File: src/rtl/wdt_sc_pkg.sv
package wdt_sc_pkg;

    localparam int KEY_W = 8;

    typedef enum logic [1:0] {
        ADDR_RELOAD = 2'd0,
        ADDR_CTRL   = 2'd1,
        ADDR_SEED   = 2'd2,
        ADDR_KEY    = 2'd3
    } wdt_addr_e;

    typedef struct packed {
        logic keyed;
        logic enable;
    } wdt_ctrl_t;

    typedef struct packed {
        logic key_fault;
        logic timeout;
    } wdt_cause_t;

    // One step of x^8 + x^6 + x^5 + x^4 + 1, shifting toward the MSB.
    function automatic logic [KEY_W-1:0] lfsr_step(input logic [KEY_W-1:0] s);
        logic fb;
        fb = s[7] ^ s[5] ^ s[4] ^ s[3];
        return {s[KEY_W-2:0], fb};
    endfunction

endpackage

File: src/rtl/wdt_sc_regs.sv
module wdt_sc_regs
    import wdt_sc_pkg::*;
#(
    parameter int CNT_W      = 16,
    parameter int RELOAD_RST = 16'hFFFF
) (
    input  logic                 clk_i,
    input  logic                 rst_i,
    input  logic                 wr_en_i,
    input  logic [1:0]           wr_addr_i,
    input  logic [CNT_W-1:0]     wr_data_i,
    output logic [CNT_W-1:0]     reload_o,
    output wdt_ctrl_t            ctrl_o,
    output logic                 start_o,
    output logic                 seed_we_o,
    output logic                 key_we_o,
    output logic                 plain_clear_o,
    output logic [KEY_W-1:0]     byte_o
);

    wdt_addr_e       addr;
    logic [CNT_W-1:0] reload_q;
    wdt_ctrl_t       ctrl_q;
    wdt_ctrl_t       ctrl_d;
    logic            ctrl_we;
    logic            clear_we;

    assign addr     = wdt_addr_e'(wr_addr_i);
    assign ctrl_we  = wr_en_i && (addr == ADDR_CTRL);
    assign clear_we = wr_en_i && (addr == ADDR_KEY) && ctrl_q.enable;
    assign ctrl_d   = '{keyed: wr_data_i[1], enable: wr_data_i[0]};

    always_ff @(posedge clk_i) begin
        if (rst_i) begin
            reload_q <= CNT_W'(RELOAD_RST);
            ctrl_q   <= '0;
        end else begin
            if (wr_en_i && addr == ADDR_RELOAD)
                reload_q <= wr_data_i;
            if (ctrl_we)
                ctrl_q <= ctrl_d;
        end
    end

    assign start_o       = ctrl_we && ctrl_d.enable && !ctrl_q.enable;
    assign seed_we_o     = wr_en_i && (addr == ADDR_SEED);
    assign key_we_o      = clear_we && ctrl_q.keyed;
    assign plain_clear_o = clear_we && !ctrl_q.keyed;
    assign byte_o        = wr_data_i[KEY_W-1:0];
    assign reload_o      = reload_q;
    assign ctrl_o        = ctrl_q;

    // a start strobe leaves the timer enabled
    assert_start_enables_R2: assert property (@(posedge clk_i) disable iff (rst_i)
        start_o |=> ctrl_o.enable);

endmodule

File: src/rtl/wdt_sc_keygen.sv
module wdt_sc_keygen
    import wdt_sc_pkg::*;
#(
    parameter logic [KEY_W-1:0] SEED_RST = 8'h01
) (
    input  logic             clk_i,
    input  logic             rst_i,
    input  logic             seed_we_i,
    input  logic             key_we_i,
    input  logic [KEY_W-1:0] byte_i,
    output logic             key_ok_o,
    output logic             key_fault_o
);

    logic [KEY_W-1:0] state_q;
    logic [KEY_W-1:0] expect_key;
    logic             seed_zero;
    logic             key_match;

    assign expect_key  = lfsr_step(state_q);
    assign seed_zero   = seed_we_i && (byte_i == '0);
    assign key_match   = (byte_i == expect_key);
    assign key_ok_o    = key_we_i && key_match;
    assign key_fault_o = seed_zero || (key_we_i && !key_match);

    always_ff @(posedge clk_i) begin
        if (rst_i)
            state_q <= SEED_RST;
        else if (seed_we_i && !seed_zero)
            state_q <= byte_i;
        else if (key_ok_o)
            state_q <= expect_key;
    end

    // the state never takes the lock-up value
    assert_state_nonzero_R8: assert property (@(posedge clk_i) disable iff (rst_i)
        state_q != '0);

    // an accepted key advances exactly one step
    assert_key_advances_R6: assert property (@(posedge clk_i) disable iff (rst_i)
        key_ok_o && !seed_we_i |=> state_q == lfsr_step($past(state_q)));

    // a rejected key leaves the state alone
    assert_reject_holds_R7: assert property (@(posedge clk_i) disable iff (rst_i)
        key_we_i && !key_ok_o |=> $stable(state_q));

endmodule

File: src/rtl/wdt_sc_counter.sv
module wdt_sc_counter #(
    parameter int CNT_W = 16
) (
    input  logic             clk_i,
    input  logic             rst_i,
    input  logic             en_i,
    input  logic             load_i,
    input  logic [CNT_W-1:0] reload_i,
    output logic [CNT_W-1:0] count_o,
    output logic             timeout_o
);

    logic [CNT_W-1:0] count_q;
    logic             at_zero;

    assign at_zero   = (count_q == '0);
    assign timeout_o = en_i && at_zero && !load_i;

    always_ff @(posedge clk_i) begin
        if (rst_i)
            count_q <= '0;
        else if (load_i || timeout_o)
            count_q <= reload_i;
        else if (en_i)
            count_q <= count_q - 1'b1;
    end

    assign count_o = count_q;

    // disabled counter without a load holds
    assert_hold_when_off_R9: assert property (@(posedge clk_i) disable iff (rst_i)
        !en_i && !load_i |=> $stable(count_q));

    // enabled nonzero counter steps down by one
    assert_step_down_R2: assert property (@(posedge clk_i) disable iff (rst_i)
        en_i && !load_i && !at_zero |=> count_q == $past(count_q) - 1'b1);

    // expiry reloads the count
    assert_expiry_reload_R3: assert property (@(posedge clk_i) disable iff (rst_i)
        timeout_o |=> count_q == $past(reload_i));

endmodule

File: src/rtl/wdt_secure_clear.sv
module wdt_secure_clear
    import wdt_sc_pkg::*;
#(
    parameter int               CNT_W      = 16,
    parameter int               RELOAD_RST = 16'hFFFF,
    parameter logic [KEY_W-1:0] SEED_RST   = 8'h01
) (
    input  logic             clk_i,
    input  logic             rst_i,
    input  logic             wr_en_i,
    input  logic [1:0]       wr_addr_i,
    input  logic [CNT_W-1:0] wr_data_i,
    output logic             rst_req_o,
    output logic [1:0]       cause_o,
    output logic [CNT_W-1:0] count_o
);

    logic [CNT_W-1:0] reload;
    wdt_ctrl_t        ctrl;
    logic             start, seed_we, key_we, plain_clear;
    logic [KEY_W-1:0] wbyte;
    logic             key_ok, key_fault;
    logic             timeout;
    logic             load;
    logic             req_q;
    wdt_cause_t       cause_q;

    wdt_sc_regs #(.CNT_W(CNT_W), .RELOAD_RST(RELOAD_RST)) u_regs (
        .clk_i        (clk_i),
        .rst_i        (rst_i),
        .wr_en_i      (wr_en_i),
        .wr_addr_i    (wr_addr_i),
        .wr_data_i    (wr_data_i),
        .reload_o     (reload),
        .ctrl_o       (ctrl),
        .start_o      (start),
        .seed_we_o    (seed_we),
        .key_we_o     (key_we),
        .plain_clear_o(plain_clear),
        .byte_o       (wbyte)
    );

    wdt_sc_keygen #(.SEED_RST(SEED_RST)) u_keygen (
        .clk_i      (clk_i),
        .rst_i      (rst_i),
        .seed_we_i  (seed_we),
        .key_we_i   (key_we),
        .byte_i     (wbyte),
        .key_ok_o   (key_ok),
        .key_fault_o(key_fault)
    );

    assign load = start || plain_clear || key_ok;

    wdt_sc_counter #(.CNT_W(CNT_W)) u_counter (
        .clk_i    (clk_i),
        .rst_i    (rst_i),
        .en_i     (ctrl.enable),
        .load_i   (load),
        .reload_i (reload),
        .count_o  (count_o),
        .timeout_o(timeout)
    );

    always_ff @(posedge clk_i) begin
        if (rst_i) begin
            req_q   <= 1'b0;
            cause_q <= '0;
        end else begin
            req_q             <= (timeout || key_fault) && !req_q;
            cause_q.timeout   <= cause_q.timeout   || timeout;
            cause_q.key_fault <= cause_q.key_fault || key_fault;
        end
    end

    assign rst_req_o = req_q;
    assign cause_o   = cause_q;

    // request is a single-cycle pulse
    assert_single_pulse_R4: assert property (@(posedge clk_i) disable iff (rst_i)
        rst_req_o |=> !rst_req_o);

    // a key fault with no pulse in flight produces a request
    assert_fault_requests_R7: assert property (@(posedge clk_i) disable iff (rst_i)
        key_fault && !rst_req_o |=> rst_req_o);

    // cause bits never clear on their own
    assert_timeout_sticky_R10: assert property (@(posedge clk_i) disable iff (rst_i)
        cause_o[0] |=> cause_o[0]);
    assert_fault_sticky_R10: assert property (@(posedge clk_i) disable iff (rst_i)
        cause_o[1] |=> cause_o[1]);

endmodule

File: config.mk
export PLATFORM = sky130hd
export DESIGN_NAME = wdt_secure_clear
export DESIGN_NICKNAME = d
export VERILOG_FILES = /design/src/rtl/wdt_sc_pkg.sv /design/src/rtl/wdt_sc_regs.sv /design/src/rtl/wdt_sc_keygen.sv /design/src/rtl/wdt_sc_counter.sv /design/src/rtl/wdt_secure_clear.sv
export SDC_FILE = /design/constraint.sdc
export NUM_CORES = 1
export LEC_CHECK = 0
export BUFFER_PORTS_ARGS = -buffer_cell sky130_fd_sc_hd__buf_2
export CAP_MARGIN = 20
export CORE_MARGIN = 1.5
export CORE_UTILIZATION = 40
export CTS_CLUSTER_DIAMETER = 40
export CTS_CLUSTER_SIZE = 16
export DETAILED_ROUTE_END_ITERATION = 6
export GPL_TIMING_DRIVEN = 0
export SLEW_MARGIN = 15
export SYNTH_ARGS = -nofsm -noshare
export SYNTH_HDL_FRONTEND = slang
export SYNTH_SLANG_ARGS = --single-unit
export TNS_END_PERCENT = 50
File: constraint.sdc
create_clock -name clk_i -period 1.8 [get_ports clk_i]
set_input_delay 0.27 -clock clk_i [delete_from_list [all_inputs] [get_ports clk_i]]
set_output_delay 0.27 -clock clk_i [all_outputs]
set_load 0.02 [all_outputs]
---- After elaboration in Yosys (flattened, before gate mapping) ----
Cells that the tools add are included.
cells by class
  mux-type cells .......................... 4
  bitwise logic cells ..................... 3
  add/subtract/negate cells ............... 1
  equal/unequal tests ..................... 4
  reductions and logical operators ........ 34
operators by type and width
  operator               count
  $mux 16                2
  $logic_and 1x1->1      16
  $logic_not 16->1       1
  $mux 8                 2
  $sub 16x1->16 const B  1
  $eq 8x8->1             1
  $logic_not 8->1        1
  $logic_or 1x1->1       7
  $logic_not 1->1        6
  $eq 2x2->1 const B     2
  $reduce_bool 2->1      2
  $xor 1x1->1            3
  $eq 2x1->1 const B     1
  $logic_not 2->1        1
storage, ports and cells
  flip-flop bits (word level) ............. 45
  word-level logic and storage cells ...... 54
  bits of input ports ..................... 21
  output and inout bits ................... 19

---- Longest topological paths before layout ----
Gate-level depths: netlist of run 1.
  word-level depth ........................ 10
  gate-level depth with buffers ........... 7
  gate-level depth less buffers ........... 7

---- Cells and area by module ----
From an unflattened synthesis of run 1, not the netlist that was laid out.
unflattened totals
  cells, all modules ...................... 287
  area, all modules ....................... 2651.3 um^2
modules (own cells, without submodules)
  module            area each (um^2)  cells an instance  sequential area each (um^2)  instances
  wdt_sc_counter    1016.0            104                320.3                        1
  wdt_sc_regs       852.1             95                 360.3                        1
  wdt_sc_keygen     693.2             78                 160.2                        1
  wdt_secure_clear  90.1              10                 60.1                         1

---- Worst setup path before layout of run 1 ----
OpenSTA, ideal clock, no wires.
  path type ............................... register to register
  from .................................... reg u_counter.count_q[7], in the netlist u_counter.count_o[7]
  to ...................................... reg u_counter.count_q[0], in the netlist u_counter.count_o[0]
  path buffers ............................ 1
  stages on the path, launching flop included .. 7
  required time ........................... 1662 ps
  setup time .............................. 138 ps
  arrival ................................. 1922 ps
  clock period less this slack ............ 2060 ps
  slack ................................... -260 ps
  cell sequence ........................... dfxtp_1 or4_1 nand4b_1 o22a_1 clkbuf_1 a21oi_1 a211oi_1
on the way
  cells in the longest elaborated chain, start to end .. 5
  elaborated cells between the ends (all ways) .. 6
  those cells by class .................... mux (1); reduce/logical (5)
ends and longest elaborated chain
  what                                          RTL line              source
  start, declared                               wdt_sc_counter.sv:13  logic [CNT_W-1:0] count_q;
  start signal, assigned                        wdt_sc_counter.sv:23  count_q <= reload_i;
  start signal, assigned                        wdt_sc_counter.sv:25  count_q <= count_q - 1'b1;
  $logic_not 16->1 *                            wdt_sc_counter.sv:16  assign at_zero = (count_q == '0);
  $logic_and 1x1->1 * (2 in a row)              wdt_sc_counter.sv:17  assign timeout_o = en_i && at_zero && !load_i;
  $logic_or 1x1->1 *                            wdt_sc_counter.sv:22  else if (load_i || timeout_o)
  $mux 16 or $reduce_bool 2->1 (tied branches)  n/a
Mark *: on every way between the ends. The rest lies on a longest branch, timed or not.
A chain may end at the register's enable or synchronous reset.

---- Final worst setup path of run 1 ----
  from .................................... reg u_counter.count_q[7], in the netlist u_counter.count_o[7]
  to ...................................... reg u_counter.count_q[2], in the netlist u_counter.count_o[2]
The elaborated chain is that of the path after synthesis.

==> qor.txt, run 1 <==
CTS Buffer Depth: 2
crit start category: flop
Worst Path Arrival: 2.22 ns
area delta synth->final: 35.4%
via/cell ratio: 5.25
Fmax: 486 MHz
setup TNS: -4.69 ns
Post-Route WL: 6.08 mm
RePlAce Congestion: 0.868
number of synthesized flops with an enable pin: 0
final core utilization: 56.1%
initial antenna violation count: 0
initial core utilization: 41.4%
Setup violations, final: 26
Global Route Usage Sum: 20.3%
H-tree depth: 2
Worst-Margin Slew: 0.864 ns
ys flop type: dfxtp_1
Mapped Nets: 271
Boundary Pins: 40
Final min period: 2.06 ns
unrepaired setup endpoints after global routing: yes
Crit Path Max Fanout: 6
Final Non-Filler Cells: 381
# port buffers: 38
area of the multi-input gates: 0.00152 mm2
relative slew slack: 42.4%
clk_lat worst skew: 0.30 ns
largest cells by area after synthesis: dfxtp_1, mux2i_1, xnor2_1, a21oi_1, a211oi_1
DRC errors left: 0
status: finished with violations
DP HPWL: 4.08 mm
post-route ant nets: 0
failing checks: setup timing
Ys Warns: 0
top-area cell type share of the netlist area: 39.5%
Worst Path Required: 1.96 ns
die width: 78.5 um
worst min-delay path category: in -> reg
vias in the first global route: 1935
# hold bufs at CTS: 0
register area: 918 um2
Syn Area/Cell: 9.20 um2
asr flop ratio synth: 0%
Iter 0 DRT Violations: 74
Die Span Y: 78.5 um
Vias: 2001
Synth cell types: 42
Die ar.: 0.00617 mm2
Hold Violations, Final: 0
CTS Buf Count: 5
Core Region: 0.00551 mm2
dpl cells: 358
Synth Cell Area: 0.00228 mm2
first-pass detailed-route iteration total: 4
pwr/cell area: 829 mW/mm2
first-pass GRT wire length: 9.63 mm
grt ovf: 0
Setup WS post-layout: -0.258 ns
sequential fraction of the synthesis area: 39.5%
clock tree from TritonCTS: yes
synthesized instance count: 248
area leader, netlist: dfxtp_1
post-synthesis register bit count: 45
Worst Skew: 0.0111 ns
crit path kind: reg -> reg
Max rail drop VDD: 0.571 mV
# Max-Cap Violations: 0
WL per Instance: 16.0 um
static leakage: 1.14 nW
# fillers: 518
hold slack: 0.181 ns
NumNets Final: 331
Overall Power: 0.00256 W
ANT cells: 0
layout cells sized above 1: 37.2%
max-slew violations: 0
CP endpoint kind: flop
largest net degree at the start of global routing: 16
CTS root buf: clkbuf_8
Clk pin slew, worst setup/hold paths: 0.09 ns
Final period util: 114%
# rows: 27
# clock sinks: 45
[report_power, final]
group          total [W]  leakage (nW)  internal [W]  switching (W)
registers        0.00111         0.371       0.00105      0.0000606
clock network   0.000936        0.0687      0.000559       0.000377
logic           0.000513         0.695      0.000236       0.000277
total            0.00256          1.14       0.00185       0.000714
[placed cells by master (no fill, tap or decap), types with 3 or more instances in the layout]
master	instances
mux2i_1	21
nand3_1	5
buf_2	39
nand2_1	25
a211oi_1	3
o21ai_0	4
clkbuf_8	5
a21oi_4	3
or4_1	3
a21oi_2	9
buf_6	4
xnor2_1	16
nor2_1	15
xor2_1	6
clkbuf_1	6
dfxtp_1	39
nor3_1	10
buf_4	10
nand4_1	4
dfxtp_4	4
a21oi_1	13
a211oi_2	15
[synthesized netlist by cell type (2+ instances only)]
library cell / n
a211oi_1: 13
a211oi_2: 5
a21oi_1: 25
a311oi_1: 2
and4_1: 2
clkbuf_1: 11
dfxtp_1: 45
ha_1: 2
inv_1: 2
mux2i_1: 22
nand2_1: 25
nand3_1: 5
nand4_1: 4
nor2_1: 17
nor3_1: 10
nor3b_1: 2
nor4_1: 3
o21ai_0: 5
or4_1: 4
xnor2_1: 17
xor2_1: 6
[per-layer routing]
metal	part of all wire, %	vias to the layer above	track usage [%]	wire, um
li1	-	1016	-	-
met1	46	940	25.8	2820
met2	50	38	34.9	3040
met3	2.5	7	3.84	151
met4	1.2	0	5.18	72
met5	0	-	0	0
[critical path: stages (launching register included)]
cell and delay (ns):
dfxtp_4 0.35, or4_4 0.56, nand4b_1 0.31, o22a_4 0.35, buf_8 0.16, a21oi_2 0.13
a211oi_2 0.06
[final cells by class]
cell class / instances / share of cell area [%]
clock buffers: 5 / 2.23
plain buffers: 13 / 2.51
multi-input cells: 187 / 49.2
flip-flops and latches: 45 / 29.7
repair buffers: 53 / 10.8
well taps: 72 / 2.92
clock inverters: 3 / 2.23
inverters: 3 / 0.365
[stage by stage]
step | worst slack, ns | cell area [um2]
finish | -0.258 | 3090
detailed placement | -0.447 | 2630
floorplan | -0.143 | 2350
CTS | -0.255 | 2960
global route | -0.346 | 3090
global placement | -0.438 | 2630
[cells by family after synthesis]
logic type | synth area share [%]
compound gates | 16.6
xor+xnor | 11.8
fa+ha+maj | 1.10
buf+inv | 2.69
flops | 39.5
mux | 9.65
simple gates | 18.7
[state kept, by name, summed over array words and instances (netlist names)]
register	flops
u_regs.reload_o	16
u_keygen.state_q	8
u_regs.ctrl_o	2
u_counter.count_o	16
rst_req_o	1
cause_o	2
[worst paths after layout]
check / startpoint / endpoint / slack (ns) / cells past startpoint
max: u_counter.count_o[7] / u_counter.count_o[2] / -0.26 / 6
min: wr_data_i[12] / u_regs.reload_o[12] / 0.18 / 3
max reg2reg: u_counter.count_o[7] / u_counter.count_o[2] / -0.26 / 6
min reg2reg: rst_req_o / rst_req_o / 0.42 / 1
[repair_timing]
| action | in CTS | in global routing |
|---|---|---|
| endpoints found under the setup margin | 36 | 27 |
| hold endpoints to repair | 0 | 0 |
| gates cloned | 2 | 0 |
| resized for setup | 28 | 24 |
| setup buffers | 9 | 4 |
| pin swaps | 16 | 6 |
Power figures use the tool's default switching activity.
==> inputs of run 2 (changes only) <==
Settings changed: PLACE_DENSITY from default to 0.61.
==> run 2 against run 1 <==
The flow still finishes with violations (setup timing); hold slack lost 0.0077 ns; register-to-register slack got worse by 0.03 ns; final area fell by 6.3%; sequential share of layout area up 1.9 points; clock power fell by 32%; critical path depth is the same; die area unchanged; global-route usage is 1.3 points lower; first-iteration DRC count up 11%; via count decreased by 0.35%; sequential power barely moved; combinational power decreased by 3.9%; largest power group unchanged.
==> qor.txt, run 2 (synthesized netlist as in run 1, its figures left out) <==
# Max-Cap Violations: 0
max-slew violations: 0
Die Span Y: 78.5 um
crit path kind: reg -> reg
Worst Skew: 0.0133 ns
Iter 0 DRT Violations: 82
Crit Path Max Fanout: 6
status: finished with violations
vias in the first global route: 1893
switch share: 30.7%
Vias: 1994
die width: 78.5 um
post-route ant nets: 0
setup TNS: -4.84 ns
Setup WS post-layout: -0.287 ns
static leakage: 1.06 nW
worst min-delay path category: in -> reg
largest net degree at the start of global routing: 15
grt ovf: 0
# clock sinks: 45
crit start category: flop
Core Region: 0.00551 mm2
initial antenna violation count: 0
Setup violations, final: 24
WL per Instance: 14.9 um
Switching Power: 0.000688 W
commonest non-fill, non-tap cells in the layout: dfxtp_1, buf_2, nand2_1
unrepaired setup endpoints after global routing: yes
clk_lat worst skew: 0.31 ns
Clk pin slew, worst setup/hold paths: 0.09 ns
pwr/cell area: 774 mW/mm2
relative slew slack: 55.2%
CP endpoint kind: flop
CTS root buf: clkbuf_8
Boundary Pins: 40
clock network fraction of total power: 28.4%
Fmax: 479 MHz
Global Route Usage Sum: 19.0%
layout cells sized above 1: 33.3%
CTS Buffer Depth: 2
Max rail drop VDD: 0.524 mV
DRC errors left: 0
area delta synth->final: 26.8%
failing checks: setup timing
via/cell ratio: 5.32
Gate power share: 22.0%
Final min period: 2.09 ns
Final period util: 116%
initial core utilization: 41.4%
first-pass GRT wire length: 9.21 mm
Cell Int Power: 0.00155 W
ANT cells: 0
Worst Path Arrival: 2.24 ns
# port buffers: 38
hold slack: 0.173 ns
# rows: 27
commonest non-fill, non-tap cell in the layout: dfxtp_1
CTS Buf Count: 5
DP HPWL: 4.12 mm
NumNets Final: 325
Die ar.: 0.00617 mm2
RePlAce Congestion: 0.777
Hold Violations, Final: 0
sequential power share: 49.6%
Worst Path Required: 1.95 ns
Worst-Margin Slew: 0.671 ns
H-tree depth: 2
Post-Route WL: 5.59 mm
clock tree from TritonCTS: yes
first-pass detailed-route iteration total: 4
[run 2: what timing repair did]
action,CTS,global route
pin swaps,5,9
hold buffers,0,0
buffers inserted,5,3
gates resized for setup,11,24
setup endpoints to repair,26,36
cloned,1,0
[run 2: final timing paths]
check | cells after the start | to | startpoint | slack (ns)
worst min register to register | 1 | rst_req_o | rst_req_o | 0.44
worst max-delay path | 6 | u_counter.count_o[0] | u_counter.count_o[7] | -0.29
worst min-delay path | 3 | u_regs.reload_o[14] | wr_data_i[14] | 0.17
worst max register to register | 6 | u_counter.count_o[0] | u_counter.count_o[7] | -0.29
[run 2: layout make-up]
class / instances / area (um2)
clock buffer: 5 / 68.8
buffer: 13 / 73.8
sequential: 45 / 916
clock inverter: 3 / 17.5
multi-input combinational: 187 / 1450
tap: 72 / 90.1
timing repair buffer: 47 / 269
inverter: 3 / 11.3
fill: 543 / 2610
[run 2: per-layer routing]
metal / track usage [%] / part of all wire (%) / vias up
met5: 0 / 0 / -
met4: 5.36 / 1.0 / 0
met3: 3.84 / 3.6 / 5
met2: 30.1 / 46 / 35
met1: 26.0 / 50 / 940
li1: - / - / 1014
[run 2: through the flow]
step                      area [um2]  setup slack [ns]  util, %  std cells  power (W)
after floorplan                 2350            -0.143        -        248    0.00143
after global routing            2890            -0.382     52.6        375    0.00234
final                           2890            -0.287     52.6        375    0.00224
after global placement          2630            -0.380     47.7        358    0.00156
after CTS                       2790            -0.287     50.7        372    0.00221
after detailed placement        2630            -0.373     47.7        358    0.00156
[run 2: critical path, stage by stage (launching register included)]
cell and delay [ns]:
dfxtp_4 0.35, or4_4 0.54, nand4b_1 0.32, o22a_2 0.38, buf_8 0.16, a21oi_2 0.12, a211oi_1 0.06
[run 2: power groups by stage]
stage / registers, W / logic (W) / clock network (W)
after detailed placement: 0.00113 / 0.000428 / 0
final: 0.00111 / 0.000493 / 0.000635
after global routing: 0.00112 / 0.000538 / 0.000683
after CTS: 0.00111 / 0.000458 / 0.000645
after floorplan: 0.00116 / 0.000270 / 0
after global placement: 0.00113 / 0.000424 / 0
==> inputs of run 3 (changes only) <==
Settings changed: CORE_UTILIZATION 40 to 50, PLACE_DENSITY 0.61 to 0.73.
==> run 3 against run 2 <==
The run still ends with setup timing left; clock skew down 0.0032 ns; critical path depth is the same; sequential share of layout area shrank 1.5 points; flip-flop and latch count unchanged; maximum frequency about the same; routed wire length is 5.0% higher; hold slack better by 0.0093 ns; power is 4.6% higher; via count is 2.8% higher; die area shrank 19%; largest cell class unchanged.
==> qor.txt, run 3 (synthesized netlist as in run 1, its figures left out) <==
# fillers: 355
# Max-Cap Violations: 0
H-tree depth: 2
Worst Path Required: 2.01 ns
Core Region: 0.00438 mm2
largest net degree at the start of global routing: 14
Post-Route WL: 5.87 mm
Hold Violations, Final: 0
Final min period: 2.09 ns
grt ovf: 0
via/cell ratio: 5.69
area of the multi-input gates: 0.00154 mm2
Overall Power: 0.00234 W
DRC errors left: 0
Global Route Usage Sum: 22.9%
Worst R2R Setup Slack: -0.29 ns
clock tree from TritonCTS: yes
initial core utilization: 52.1%
hold path cells: 3
first-pass detailed-route iteration total: 4
Die ar.: 0.00498 mm2
max-slew violations: 0
worst reg2reg path endpoint: u_counter.count_o[8]
die width: 70.6 um
Max rail drop VDD: 0.491 mV
Worst-Margin Slew: 0.730 ns
clk_lat worst skew: 0.30 ns
Die Span Y: 70.6 um
NumNets Final: 330
Final period util: 116%
# port buffers: 38
vias in the first global route: 1887
Fmax: 480 MHz
CTS root buf: clkbuf_8
crit start category: flop
Iter 0 DRT Violations: 138
area delta synth->final: 33.7%
static leakage: 1.13 nW
unrepaired setup endpoints after global routing: yes
# clock sinks: 45
Final Non-Filler Cells: 360
pwr/cell area: 767 mW/mm2
Setup WS post-layout: -0.285 ns
failing checks: setup timing
CTS Buf Count: 5
ANT cells: 0
Setup violations, final: 18
relative slew slack: 51.3%
Vias: 2050
Boundary Pins: 40
Critical path origin: u_counter.count_o[7]
first-pass GRT wire length: 9.01 mm
CP endpoint kind: flop
dpl cells: 338
# hold bufs at CTS: 0
Worst Skew: 0.0101 ns
crit path kind: reg -> reg
initial antenna violation count: 0
# rows: 24
post-route ant nets: 0
DP HPWL: 3.91 mm
hold endpoint: u_regs.reload_o[10]
worst min-delay path category: in -> reg
WL per Instance: 16.3 um
register area: 918 um2
setup TNS: -4.07 ns
Clk pin slew, worst setup/hold paths: 0.08 ns
Worst Path Arrival: 2.29 ns
RePlAce Congestion: 0.826
status: finished with violations
hold slack: 0.182 ns
layout cells sized above 1: 37.3%
Setup WS pre-CTS: -0.434 ns
critical hold path startpoint: wr_data_i[10]
Reg2Reg Launch Point: u_counter.count_o[7]
Reg2Reg Depth: 6
Crit Path Max Fanout: 6
commonest non-fill, non-tap cells in the layout: buf_2, dfxtp_1, nand2_1
CTS Buffer Depth: 2
## run 3: cell types whose count changed in the layout (fill, tap and decap cells not counted), moves of 2 or more
| cell | before | now |
|---|---|---|
| a211oi_1 | 9 | 7 |
| a211oi_2 | 9 | 11 |
| a21oi_1 | 15 | 11 |
| a21oi_4 | 0 | 5 |
| buf_4 | 6 | 9 |
| buf_8 | 1 | 3 |
| clkbuf_8 | 5 | 7 |
| xnor2_1 | 16 | 13 |
| xnor2_2 | 0 | 3 |
## run 3: final cells by class
class / instances / area share (%)
Multi-Input combinational cell: 187 / 50.5
Sequential cell: 45 / 30.1
Timing Repair Buffer: 52 / 10.9
Clock buffer: 7 / 3.16
Buffer: 13 / 2.67
Tap cell: 52 / 2.13
Inverter: 3 / 0.369
Clock inverter: 1 / 0.164
## run 3: layer usage
layer / vias up / wire, um / share of wire, % / global-route usage [%]
li1: 1019 / - / - / -
met1: 963 / 2590 / 44 / 30.0
met2: 60 / 2960 / 50 / 39.1
met3: 8 / 269 / 4.6 / 5.27
met4: 0 / 54 / 0.92 / 4.61
met5: - / 0 / 0 / 0
## run 3: worst max path at each step
| stage | end | slack [ns] | cells after the start |
|---|---|---|---|
| 2_1_floorplan | u_counter.count_o[0] | -0.14 | 6 |
| 3_3_place_gp | u_regs.reload_o[7] | -0.36 | 6 |
| 3_5_place_dp | u_regs.reload_o[13] | -0.43 | 6 |
| 4_1_cts | u_counter.count_o[9] | -0.24 | 6 |
| 5_1_grt | u_counter.count_o[14] | -0.34 | 6 |
| 6_report | u_counter.count_o[8] | -0.29 | 6 |
## run 3: timing repair
item | CTS | global route
setup endpoints to repair | 35 | 26
cloned | 1 | 1
setup buffers | 9 | 3
gates resized for setup | 23 | 30
pin swaps | 15 | 9
## run 3: where the power goes
group          switching [W]  internal, W  total [W]
clock               0.000354     0.000348   0.000702
combinational       0.000280     0.000248   0.000527
sequential         0.0000608      0.00105    0.00111
total               0.000695      0.00165    0.00234
## run 3: worst max-delay path, cell delays in order, from the launching register on
cell,delay [ns]
dfxtp_4,0.35
or4_4,0.53
nand4b_1,0.33
o22ai_2,0.33
nor2_4,0.10
clkbuf_16,0.18
a211oi_1,0.17
## run 3: through the flow
stage	instance area (um2)	util, %
after floorplan	2350	-
after CTS	2860	65.2
after global routing	3050	69.6
after global placement	2600	59.4
final	3050	69.6
after detailed placement	2600	59.4
